## src/rtl/risc_pkg.sv

```systemverilog
package risc_pkg;

    typedef enum logic [7:0] {
        OP_ADDI = 8'h30, OP_ADD  = 8'h31, OP_SUB  = 8'h32, OP_SUBI = 8'h33,
        OP_XOR  = 8'h34, OP_OR   = 8'h35, OP_AND  = 8'h36,
        OP_HALT = 8'h41,
        OP_ST   = 8'h50, OP_LD   = 8'h51,
        OP_SHL  = 8'h60, OP_SHLI = 8'h61, OP_SHR  = 8'h62, OP_SHRI = 8'h63,
        OP_BEQ  = 8'h70, OP_BNE  = 8'h71, OP_BGE  = 8'h72, OP_BLE  = 8'h73
    } opcode_e;

    typedef enum logic [2:0] {
        ALU_ADD, ALU_SUB, ALU_XOR, ALU_OR, ALU_AND, ALU_SHL, ALU_SHR
    } alu_op_e;

    // branch condition; order follows the low opcode bits of the branch group
    typedef enum logic [1:0] {
        BR_EQ = 2'd0, BR_NE = 2'd1, BR_GE = 2'd2, BR_LE = 2'd3
    } br_kind_e;

    typedef enum logic [2:0] {
        ST_FETCH, ST_EXEC, ST_MEM, ST_WB, ST_HALT
    } core_state_e;

    typedef struct packed {
        logic     legal;
        logic     stop;
        logic     use_imm;
        logic     wb_en;
        logic     wb_to_rt;
        logic     load;
        logic     store;
        logic     branch;
        alu_op_e  alu_op;
        br_kind_e br_kind;
    } ctrl_t;

endpackage

```

## src/rtl/risc_decode.sv

```systemverilog
module risc_decode
    import risc_pkg::*;
(
    input  logic [7:0] opcode,
    output ctrl_t      ctrl
);
    always_comb begin
        ctrl         = '0;
        ctrl.legal   = 1'b1;
        ctrl.alu_op  = ALU_ADD;
        ctrl.br_kind = br_kind_e'(opcode[1:0]);
        unique case (opcode)
            OP_ADDI: begin ctrl.wb_en = 1'b1; ctrl.use_imm = 1'b1; end
            OP_ADD:  ctrl.wb_en = 1'b1;
            OP_SUB:  begin ctrl.wb_en = 1'b1; ctrl.alu_op = ALU_SUB; end
            OP_SUBI: begin ctrl.wb_en = 1'b1; ctrl.alu_op = ALU_SUB; ctrl.use_imm = 1'b1; end
            OP_XOR:  begin ctrl.wb_en = 1'b1; ctrl.alu_op = ALU_XOR; end
            OP_OR:   begin ctrl.wb_en = 1'b1; ctrl.alu_op = ALU_OR; end
            OP_AND:  begin ctrl.wb_en = 1'b1; ctrl.alu_op = ALU_AND; end
            OP_SHL:  begin ctrl.wb_en = 1'b1; ctrl.alu_op = ALU_SHL; end
            OP_SHLI: begin ctrl.wb_en = 1'b1; ctrl.alu_op = ALU_SHL; ctrl.use_imm = 1'b1; end
            OP_SHR:  begin ctrl.wb_en = 1'b1; ctrl.alu_op = ALU_SHR; end
            OP_SHRI: begin ctrl.wb_en = 1'b1; ctrl.alu_op = ALU_SHR; ctrl.use_imm = 1'b1; end
            OP_ST:   begin ctrl.store = 1'b1; ctrl.use_imm = 1'b1; end
            OP_LD:   begin
                ctrl.load = 1'b1; ctrl.use_imm = 1'b1;
                ctrl.wb_en = 1'b1; ctrl.wb_to_rt = 1'b1;
            end
            OP_BEQ, OP_BNE, OP_BGE, OP_BLE: ctrl.branch = 1'b1;
            OP_HALT: ctrl.stop = 1'b1;
            default: ctrl.legal = 1'b0;
        endcase
    end
endmodule

```

## src/rtl/risc_alu.sv

```systemverilog
module risc_alu
    import risc_pkg::*;
#(
    parameter int XLEN = 32
) (
    input  alu_op_e          op,
    input  br_kind_e         br_kind,
    input  logic [XLEN-1:0]  a,
    input  logic [XLEN-1:0]  b,
    input  logic [XLEN-1:0]  cmp_b,
    output logic [XLEN-1:0]  result,
    output logic             take
);
    localparam int SHW = $clog2(XLEN);

    logic [SHW-1:0] shamt;
    assign shamt = b[SHW-1:0];

    always_comb begin
        unique case (op)
            ALU_ADD: result = a + b;
            ALU_SUB: result = a - b;
            ALU_XOR: result = a ^ b;
            ALU_OR:  result = a | b;
            ALU_AND: result = a & b;
            ALU_SHL: result = a << shamt;
            ALU_SHR: result = a >> shamt;
            default: result = '0;
        endcase
    end

    always_comb begin
        unique case (br_kind)
            BR_EQ: take = (a == cmp_b);
            BR_NE: take = (a != cmp_b);
            BR_GE: take = ($signed(a) >= $signed(cmp_b));
            BR_LE: take = ($signed(a) <= $signed(cmp_b));
            default: take = 1'b0;
        endcase
    end
endmodule

```

## src/rtl/risc_regfile.sv

```systemverilog
module risc_regfile #(
    parameter int XLEN = 32,
    parameter int NREG = 32,
    localparam int RAW = $clog2(NREG)
) (
    input  logic            clk,
    input  logic            we,
    input  logic [RAW-1:0]  waddr,
    input  logic [XLEN-1:0] wdata,
    input  logic [RAW-1:0]  raddr_a,
    input  logic [RAW-1:0]  raddr_b,
    output logic [XLEN-1:0] rdata_a,
    output logic [XLEN-1:0] rdata_b
);
    logic [XLEN-1:0] regs [NREG];

    for (genvar g = 0; g < NREG; g++) begin : g_reg
        if (g == 0) begin : g_zero
            assign regs[g] = '0;
        end else begin : g_store
            always_ff @(posedge clk) begin
                if (we && waddr == RAW'(g)) regs[g] <= wdata;
            end
        end
    end

    assign rdata_a = regs[raddr_a];
    assign rdata_b = regs[raddr_b];
endmodule

```

## src/rtl/risc_core.sv

```systemverilog
module risc_core
    import risc_pkg::*;
#(
    parameter int              XLEN     = 32,
    parameter int              IMEM_AW  = 10,
    parameter int              NREG     = 32,
    parameter logic [XLEN-1:0] START_PC = '0
) (
    input  logic               clk,
    input  logic               rst,
    output logic [IMEM_AW-1:0] imem_addr,
    input  logic [31:0]        imem_rdata,
    output logic [XLEN-1:0]    dmem_addr,
    output logic               dmem_re,
    output logic               dmem_we,
    output logic [XLEN-1:0]    dmem_wdata,
    input  logic [XLEN-1:0]    dmem_rdata,
    output logic [XLEN-1:0]    pc,
    output logic               halted,
    output logic               illegal
);
    localparam int RAW   = $clog2(NREG);
    localparam int IMM_W = 9;

    core_state_e     state_q, state_d;
    logic [XLEN-1:0] pc_q, npc_q, res_q;
    logic [31:0]     ir_q;
    logic            illegal_q;

    ctrl_t           ctrl;
    logic [RAW-1:0]  rd_a, rs_a, rt_a, wb_addr;
    logic [XLEN-1:0] imm_sx, rs_val, rt_val, alu_b, alu_res, pc_next4, br_tgt;
    logic            take, rf_we;

    assign rd_a   = ir_q[23:19];
    assign rs_a   = ir_q[18:14];
    assign rt_a   = ir_q[13:9];
    assign imm_sx = {{(XLEN-IMM_W){ir_q[IMM_W-1]}}, ir_q[IMM_W-1:0]};

    risc_decode u_decode (.opcode(ir_q[31:24]), .ctrl(ctrl));

    risc_regfile #(.XLEN(XLEN), .NREG(NREG)) u_regfile (
        .clk(clk), .we(rf_we), .waddr(wb_addr), .wdata(res_q),
        .raddr_a(rs_a), .raddr_b(rt_a), .rdata_a(rs_val), .rdata_b(rt_val)
    );

    assign alu_b = ctrl.use_imm ? imm_sx : rt_val;

    risc_alu #(.XLEN(XLEN)) u_alu (
        .op(ctrl.alu_op), .br_kind(ctrl.br_kind), .a(rs_val), .b(alu_b),
        .cmp_b(rt_val), .result(alu_res), .take(take)
    );

    assign pc_next4 = pc_q + XLEN'(4);
    assign br_tgt   = pc_next4 + (imm_sx << 2);

    // next-state selection
    always_comb begin
        state_d = state_q;
        unique case (state_q)
            ST_FETCH: state_d = ST_EXEC;
            ST_EXEC: begin
                if (!ctrl.legal || ctrl.stop)      state_d = ST_HALT;
                else if (ctrl.load || ctrl.store)  state_d = ST_MEM;
                else                               state_d = ST_WB;
            end
            ST_MEM:   state_d = ST_WB;
            ST_WB:    state_d = ST_FETCH;
            ST_HALT:  state_d = ST_HALT;
        endcase
    end

    // state register and datapath registers
    always_ff @(posedge clk) begin
        if (rst) begin
            state_q   <= ST_FETCH;
            pc_q      <= START_PC;
            npc_q     <= START_PC;
            res_q     <= '0;
            ir_q      <= '0;
            illegal_q <= 1'b0;
        end else begin
            state_q <= state_d;
            unique case (state_q)
                ST_FETCH: ir_q <= imem_rdata;
                ST_EXEC: begin
                    res_q <= alu_res;
                    npc_q <= (ctrl.branch && take) ? br_tgt : pc_next4;
                    if (!ctrl.legal)    illegal_q <= 1'b1;
                    else if (ctrl.stop) pc_q      <= pc_next4;
                end
                ST_MEM:  if (ctrl.load) res_q <= dmem_rdata;
                ST_WB:   pc_q <= npc_q;
                ST_HALT: ;
            endcase
        end
    end

    // outputs
    always_comb begin
        dmem_re = 1'b0;
        dmem_we = 1'b0;
        rf_we   = 1'b0;
        unique case (state_q)
            ST_MEM: begin
                dmem_re = ctrl.load;
                dmem_we = ctrl.store;
            end
            ST_WB:  rf_we = ctrl.wb_en;
            ST_FETCH, ST_EXEC, ST_HALT: ;
        endcase
    end

    assign wb_addr    = ctrl.wb_to_rt ? rt_a : rd_a;
    assign dmem_addr  = res_q;
    assign dmem_wdata = rt_val;
    assign imem_addr  = pc_q[IMEM_AW+1:2];
    assign pc         = pc_q;
    assign halted     = (state_q == ST_HALT);
    assign illegal    = illegal_q;

    assert_halt_sticky_R8: assert property (@(posedge clk) disable iff (rst)
        halted |=> halted);
    assert_pc_frozen_R8: assert property (@(posedge clk) disable iff (rst)
        halted |=> $stable(pc));
    assert_quiet_when_halted_R8: assert property (@(posedge clk) disable iff (rst)
        halted |-> !(dmem_re || dmem_we));
    assert_halt_pc_step_R8: assert property (@(posedge clk) disable iff (rst)
        ($rose(halted) && !illegal) |-> pc == $past(pc) + XLEN'(4));
    assert_illegal_pc_held_R9: assert property (@(posedge clk) disable iff (rst)
        $rose(illegal) |-> (halted && $stable(pc)));
    assert_illegal_stops_R9: assert property (@(posedge clk) disable iff (rst)
        illegal |-> halted);
    assert_strobes_exclusive_R4: assert property (@(posedge clk) disable iff (rst)
        !(dmem_re && dmem_we));
    assert_fetch_index_R11: assert property (@(posedge clk) disable iff (rst)
        imem_addr == pc[IMEM_AW+1:2]);
endmodule

```

## config.mk

```make
export PLATFORM = sky130hd
export DESIGN_NAME = risc_core
export DESIGN_NICKNAME = d
export VERILOG_FILES = /design/src/rtl/risc_pkg.sv /design/src/rtl/risc_decode.sv /design/src/rtl/risc_alu.sv /design/src/rtl/risc_regfile.sv /design/src/rtl/risc_core.sv
export SDC_FILE = /design/constraint.sdc
export NUM_CORES = 2
export LEC_CHECK = 0
export BUFFER_PORTS_ARGS = -buffer_cell sky130_fd_sc_hd__buf_2
export CAP_MARGIN = 40
export CORE_MARGIN = 2
export CORE_UTILIZATION = 50
export CTS_BUF_LIST = sky130_fd_sc_hd__clkbuf_4 sky130_fd_sc_hd__clkbuf_8 sky130_fd_sc_hd__clkbuf_16
export DETAILED_ROUTE_END_ITERATION = 10
export GPL_TIMING_DRIVEN = 0
export PLACE_DENSITY = 0.66
export SKIP_LAST_GASP = 1
export SYNTH_ARGS = -nofsm -noshare
export SYNTH_HDL_FRONTEND = slang
export SYNTH_SLANG_ARGS = --single-unit
```

## constraint.sdc

```tcl
create_clock -name clk -period 11.8 [get_ports clk]
set_clock_uncertainty 0.1 [all_clocks]
set_input_delay 2.36 -clock clk [delete_from_list [all_inputs] [get_ports clk]]
set_output_delay 2.36 -clock clk [all_outputs]
set_load 0.02 [all_outputs]
```

[Yosys cells after proc, flatten, opt, wreduce, memory -nomap -nowiden]
Cells that the tools add are included.
Storage, ports and cells
  flip-flop bits (word level): 1124
  output and inout port bits: 110
  word-level logic and storage cells: 200
Cells by class
  eq/ne operators: 67
  shifts and indexed selects: 2
  order comparisons: 4
  reduce and logical (&&, ||, !) cells: 50
  add/sub/neg operators: 4
  bitwise operators: 6
  mux-type cells: 30
Operators by type and width (number)
  binary-select mux 32 bit (select 5 bit): 2
  2-to-1 mux 32 bit: 9
  case mux 32 bit (7 select lines): 1
  case mux 32 bit (2 select lines): 2
  equality test 8 x 7 -> 1 bit, second input constant: 11
  equality test 5 bit, second input constant: 16
  adder 32 bit: 2
  equality test 8 x 6 -> 1 bit, second input constant: 7
  equality test 5 x 4 -> 1 bit, second input constant: 8
  adder 32 x 3 -> 32 bit, second input constant: 1
  AND 32 bit: 1
  equality test 32 bit: 1
  greater-or-equal comparator 32 bit: 1
  <= comparator 32 bit: 1
  logical AND 1 bit: 32
  != test 32 bit: 1
  OR 32 bit: 1
  << shifter 32 x 5 -> 32 bit: 1
  >> shifter 32 x 5 -> 32 bit: 1
  subtractor 32 bit: 1
  XOR 32 bit: 1
  equality test 5 x 3 -> 1 bit, second input constant: 4
  case mux 3 bit (6 select lines): 1
  OR reduction 18 bit: 1
  28 further kinds: 56

[Depth between registers and ports, before layout]
  depth in word-level cells: 8
  mapped depth: 32

[Modules after synthesis]
From an unflattened synthesis, not the netlist that was laid out.
Unflattened totals
  cells, all modules: 4670
  area total of the unflattened synthesis: 62862.8 um^2
By module, submodules not included
  risc_regfile: area an instance 46115.5 um^2, cells an instance 2452, instances 1, sequential area each 29788.6 um^2
  risc_alu: area an instance 8673.3 um^2, cells an instance 1209, instances 1, sequential area each 0.0 um^2
  risc_core: area an instance 7800.0 um^2, cells an instance 971, instances 1, sequential area each 2642.5 um^2
  risc_decode: area an instance 274.0 um^2, cells an instance 38, instances 1, sequential area each 0.0 um^2

[Worst setup path after synthesis]
Ideal clock, no wire load.
  path type: register -> register
  from: register ir_q[11]
  to: register res_q[31], in the netlist dmem_addr[31]
  period minus slack after synthesis: 6.396 ns
  data arrival time: 6.237 ns
  stages on the path, launching flop included: 31
  path slack: 5.404 ns
  cell sequence: dfxtp_1 > buf_4 > buf_4 > buf_4 > buf_4 > buf_2 > mux4_2 > a22oi_1 > o311a_2 > inv_2 > o21ai_4 > buf_2 > buf_4 > buf_2 > ha_1 > o211a_1 > nand4_1 > o31ai_4 > xnor2_1 > ha_1 > a21o_1 > a21o_1 > a21oi_1 > o21ai_0 > or3_1 > a211oi_1 > nor4_1 > nor3_1 > xnor3_1 > nor2_1 > o31a_1
On the way
  cells in the longest elaborated chain, start to end: 8
  elaborated cells between the ends (all ways): 14
  classes of those cells: add/sub: 2; shift: 2; mux: 6; bitwise: 4
Ends and longest elaborated chain
  start, declared: RTL line risc_core.sv:27  | logic [31:0] ir_q;
  start signal, assigned: RTL line risc_core.sv:85  | ST_FETCH: ir_q <= imem_rdata;
  NOT 5 -> 6 bit (not written as such) *: RTL line risc_regfile.sv:28  | assign rdata_b = regs[raddr_b];
  binary-select mux 32 bit (select 5 bit) *: RTL line risc_regfile.sv:28
  2-to-1 mux 32 bit (not written as such) * (2 in series): RTL line risc_regfile.sv:28
  named net dmem_wdata[1]: RTL line risc_core.sv:16  | output logic [XLEN-1:0] dmem_wdata,
  2-to-1 mux 32 bit *: RTL line risc_core.sv:47  | assign alu_b = ctrl.use_imm ? imm_sx : rt_val;
  subtractor 32 bit, or another cell as far along: RTL line risc_alu.sv:22  | ALU_SUB: result = a - b;
  case mux 32 bit (7 select lines) *: RTL line risc_alu.sv:20  | unique case (op)
  case mux 32 bit (2 select lines) *: RTL line risc_core.sv:84  | unique case (state_q)
  end signal, assigned: RTL line risc_core.sv:87  | res_q <= alu_res;
  end signal, assigned: RTL line risc_core.sv:92  | ST_MEM: if (ctrl.load) res_q <= dmem_rdata;
  end, declared: RTL line risc_core.sv:26  | logic [XLEN-1:0] pc_q, npc_q, res_q;
Mark *: on every way through the listed nets, which the timed path passes. The rest lies on a longest branch. The select of a mux whose other input is x is not followed.
A chain may end at the register's enable or synchronous reset.

[Final worst setup path]
  from: register ir_q[12]
  to: register npc_q[28]
On the way
  cells in the longest elaborated chain, start to end: 8
  elaborated cells between the ends (all ways): 11
  classes of those cells: order compare: 2; eq/ne: 2; mux: 5; bitwise: 1; reduce/logical: 1
Ends and longest elaborated chain
  NOT 5 -> 6 bit (not written as such) *: RTL line risc_regfile.sv:28
  binary-select mux 32 bit (select 5 bit) *: RTL line risc_regfile.sv:28
  2-to-1 mux 32 bit (not written as such) * (2 in series): RTL line risc_regfile.sv:28
  <= comparator 32 bit, or another cell as far along: RTL line risc_alu.sv:37  | BR_LE: take = ($signed(a) <= $signed(cmp_b));
  case mux 1 bit (4 select lines) *: RTL line risc_alu.sv:33  | unique case (br_kind)
  logical AND 1 bit *: RTL line risc_core.sv:88  | npc_q <= (ctrl.branch && take) ? br_tgt : pc_next4;
  2-to-1 mux 32 bit *: RTL line risc_core.sv:88
  end signal, assigned: RTL line risc_core.sv:88
  end, declared: RTL line risc_core.sv:26
Every way passes the cells marked *; elsewhere a longest branch is shown, timed or not. The select of a mux whose other input is x is not followed.

==> results.json <==
{
  "status": "complete, no violations",
  "finalCritPeriodShare_pct": 86.0,
  "io_buffers": 174,
  "grt_max_degree": 35,
  "timing.setup.critical_path_class": "register to register",
  "combPwrFrac_pct": 45.7,
  "layout_common_cells": "edfxtp_1 (992), mux2i_1 (391), nand2_1 (330)",
  "synth.yosys.warnings": 0,
  "viasPerCell": 7.55,
  "pin_count": 176,
  "reg2reg_slack_ns": 1.65,
  "cpMostUsedCell": "clkbuf_1",
  "maxCapViolCount": 0,
  "grt_pass1_wl_um": 429000,
  "cts.repair.resized": 0,
  "clockRootBuffer": "clkbuf_16",
  "nNetsFinal": 5684,
  "clock.fmax_ghz": 0.0985,
  "die-area_mm2": 0.130,
  "ys_ff_latch": 1124,
  "setup_viol": 0,
  "syn_nets": 5169,
  "worstHoldStart": "npc_q[1]",
  "ir_drop_v": 0.000153,
  "worst_setup_path_start_kind": "register",
  "cts_buffer_depth": 3,
  "internal-power_uw": 9420,
  "antenna_found_initial": 29,
  "vias": 54441,
  "cp-startpoint": "ir_q[12]",
  "fp-row-count": 130,
  "layout_commonest_cell": "edfxtp_1",
  "holdBufCountCts": 0,
  "r2r-end": "npc_q[28]",
  "tns_ns": 0,
  "leakagePower_uw": 0.0261,
  "path_max_fanout": 10,
  "p_sw_uw": 7230,
  "slew_violations": 0,
  "syn_avg_cell_area_um2": 12.9,
  "totalWireLength_um": 323000,
  "tightest_slew_ns": 1.05,
  "min_path_type": "register to register",
  "final_util_pct": 59.0,
  "r2r_start": "ir_q[12]",
  "synthArstFlopShare_pct": 0,
  "clk_latency_ns": 0.79,
  "netlist_area_mm2": 0.0635,
  "cts_setup_buffers": 0,
  "numCtsBuffers": 116,
  "grtUsageTotal_pct": 48.8,
  "p_clk_share_pct": 23.9,
  "end_kind": "register",
  "die_y_um": 360,
  "reg2reg_depth": 25,
  "slew_headroom_pct": 30.2,
  "core_mm2": 0.126,
  "first_pass_iters": 8,
  "h-tree-depth": 3,
  "crit_slowest_cell": "buf_1",
  "detailed_place_hpwl_um": 237000,
  "arrival_ns": 10.67,
  "tritoncts": "yes",
  "synth_flop_cell": "edfxtp_1",
  "hold_viol_final": 0,
  "yosys.cell_types.count": 120,
  "max_stage_delay_ns": 0.69,
  "syn_to_final_growth_pct": 17.1,
  "drt_iter0_drc": 10613,
  "path_clk_slew_ns": 0.06,
  "endpoint": "npc_q[28]",
  "worstPathRequired_ns": 12.32,
  "overflow": 0,
  "cellPowerDensity_mw_per_mm2": 224,
  "seq_power_share_pct": 30.4,
  "sw_frac_of_total_pct": 43.4,
  "gp_congestion": 1.06,
  "initial_core_util_pct": 50.4,
  "fill_cells": 10048,
  "synth_edf_count": 992,
  "grt_pass1_vias": 50512,
  "drc": 0,
  "drive_above_1_share_pct": 24.0,
  "rsz0062_at_grt": "no",
  "clock_sinks": 1124,
  "period_minus_slack_ns": 10.15,
  "ys_seq_area_share_pct": 51.1,
  "netlist_instances": 4938,
  "die_w_um": 360,
  "antenna_left": 0,
  "wl_per_cell_um": 44.8
}
-- cell usage after synthesis, drive strengths merged (8+ instances only) --
cell type  number  area [um2]
xor2           32         280
mux2          119        1340
o21bai          8        60.1
a21oi         240        1220
nand3          76         385
dfxtp         132        2640
nor4           10        68.8
o211ai         71         533
o21ai         235        1190
and2           24         150
edfxtp        992       29800
a31oi          34         225
or3            29         181
o211a          11         110
o31ai          13         111
a31o           12         105
a221oi         88         783
buf           209        1590
xnor2          74         648
mux2i         391        3910
a22oi         114         861
o21a           24         180
and3           28         175
nor3          105         531
a22o           23         201
nor4b           9         104
nor2b          31         194
a211oi         54         428
a21o           37         278
o31a            8        70.1
nor3b          12         100
ha            163        2040
o22ai          41         257
mux4          327        7400
clkbuf        149         563
nor2          343        1300
a21boi          9        78.8
inv           140         528
nand2b         27         169
nand2         330        1240
o221ai         20         181
nand4          25         156
-- worst min-delay path by stage --
| stage | end | slack, ns | depth (start not counted) |
|---|---|---|---|
| 2_1_floorplan | pc[0] | 0.33 | 2 |
| 3_3_place_gp | pc[0] | 0.34 | 2 |
| 3_5_place_dp | npc_q[1] | 0.35 | 2 |
| 4_1_cts | npc_q[1] | 0.36 | 2 |
| 5_1_grt | pc[1] | 0.38 | 2 |
| 6_report | npc_q[1] | 0.36 | 2 |
-- layer usage --
| metal | vias to the layer above | track usage, % | routed length [um] |
|---|---|---|---|
| li1 | 20525 | - | - |
| met1 | 26511 | 57.2 | 104000 |
| met5 | - | 0.0740 | 117 |
| met3 | 1643 | 20.3 | 50800 |
| met4 | 18 | 40.0 | 34600 |
| met2 | 5744 | 69.8 | 133000 |
-- power groups by stage --
stage          Combinational, uW  Clock, uW  Sequential, uW
6_report                    7610       3970            5070
3_5_place_dp                7140          0            5110
4_1_cts                     7170       3930            5030
3_3_place_gp                6530          0            5380
2_1_floorplan               3710          0            5140
5_1_grt                     7670       4090            5050
-- per-stage QoR --
stage          power [uW]  instance area, um2  setup slack (ns)  cells  hold WS [ns]
2_1_floorplan        8850               63500              5.40   4938         0.332
3_3_place_gp        11900               66400             0.736   6762         0.341
3_5_place_dp        12300               70200              2.27   6978         0.351
4_1_cts             16100               74200              2.18   7193         0.358
5_1_grt             16800               74300              1.78   7203         0.379
6_report            16700               74300              1.65   7214         0.361
-- critical path, delay by kind of cell (launching register included) --
family          cells  cell delay (ns)
fa+ha+maj           1             0.17
flops               1             0.49
mux                 3             1.25
simple gates        4             1.12
buf+inv            11             4.88
compound gates      6             1.86
-- kinds of logic (layout without fill, tap and decap cells) --
logic type | Yosys count | after routing | synth area share (%)
and+or+nand+nor | 1092 | 1092 | 8.08
muxes | 837 | 837 | 19.9
AOI/OAI and AO/OA | 1113 | 1113 | 11.9
adders and majority gates | 165 | 165 | 3.27
buffers and inverters | 500 | 1112 | 4.23
DFF | 1124 | 1124 | 51.1
xor gates and xnor gates | 107 | 107 | 1.50
other | 0 | 14 | 0
-- state kept, by name, indices dropped and copies added, names as in the netlist --
signal,count
dmem_addr,32
illegal,1
ir_q,32
npc_q,32
pc,32
state_q,3
u_regfile.regs,992
-- area by class of cell --
type / count / area [um2] / share of cell area, %
multi-input cells: 3314 / 28700 / 38.7
plain buffers: 358 / 2160 / 2.90
clock buffers: 133 / 3050 / 4.11
well taps: 1650 / 2060 / 2.78
diodes: 14 / 35.0 / 0.0471
inverters: 142 / 536 / 0.720
clock inverters: 82 / 976 / 1.31
flip-flops and latches: 1124 / 32400 / 43.6
repair buffers: 397 / 4350 / 5.85
Power figures use the tool's default switching activity.
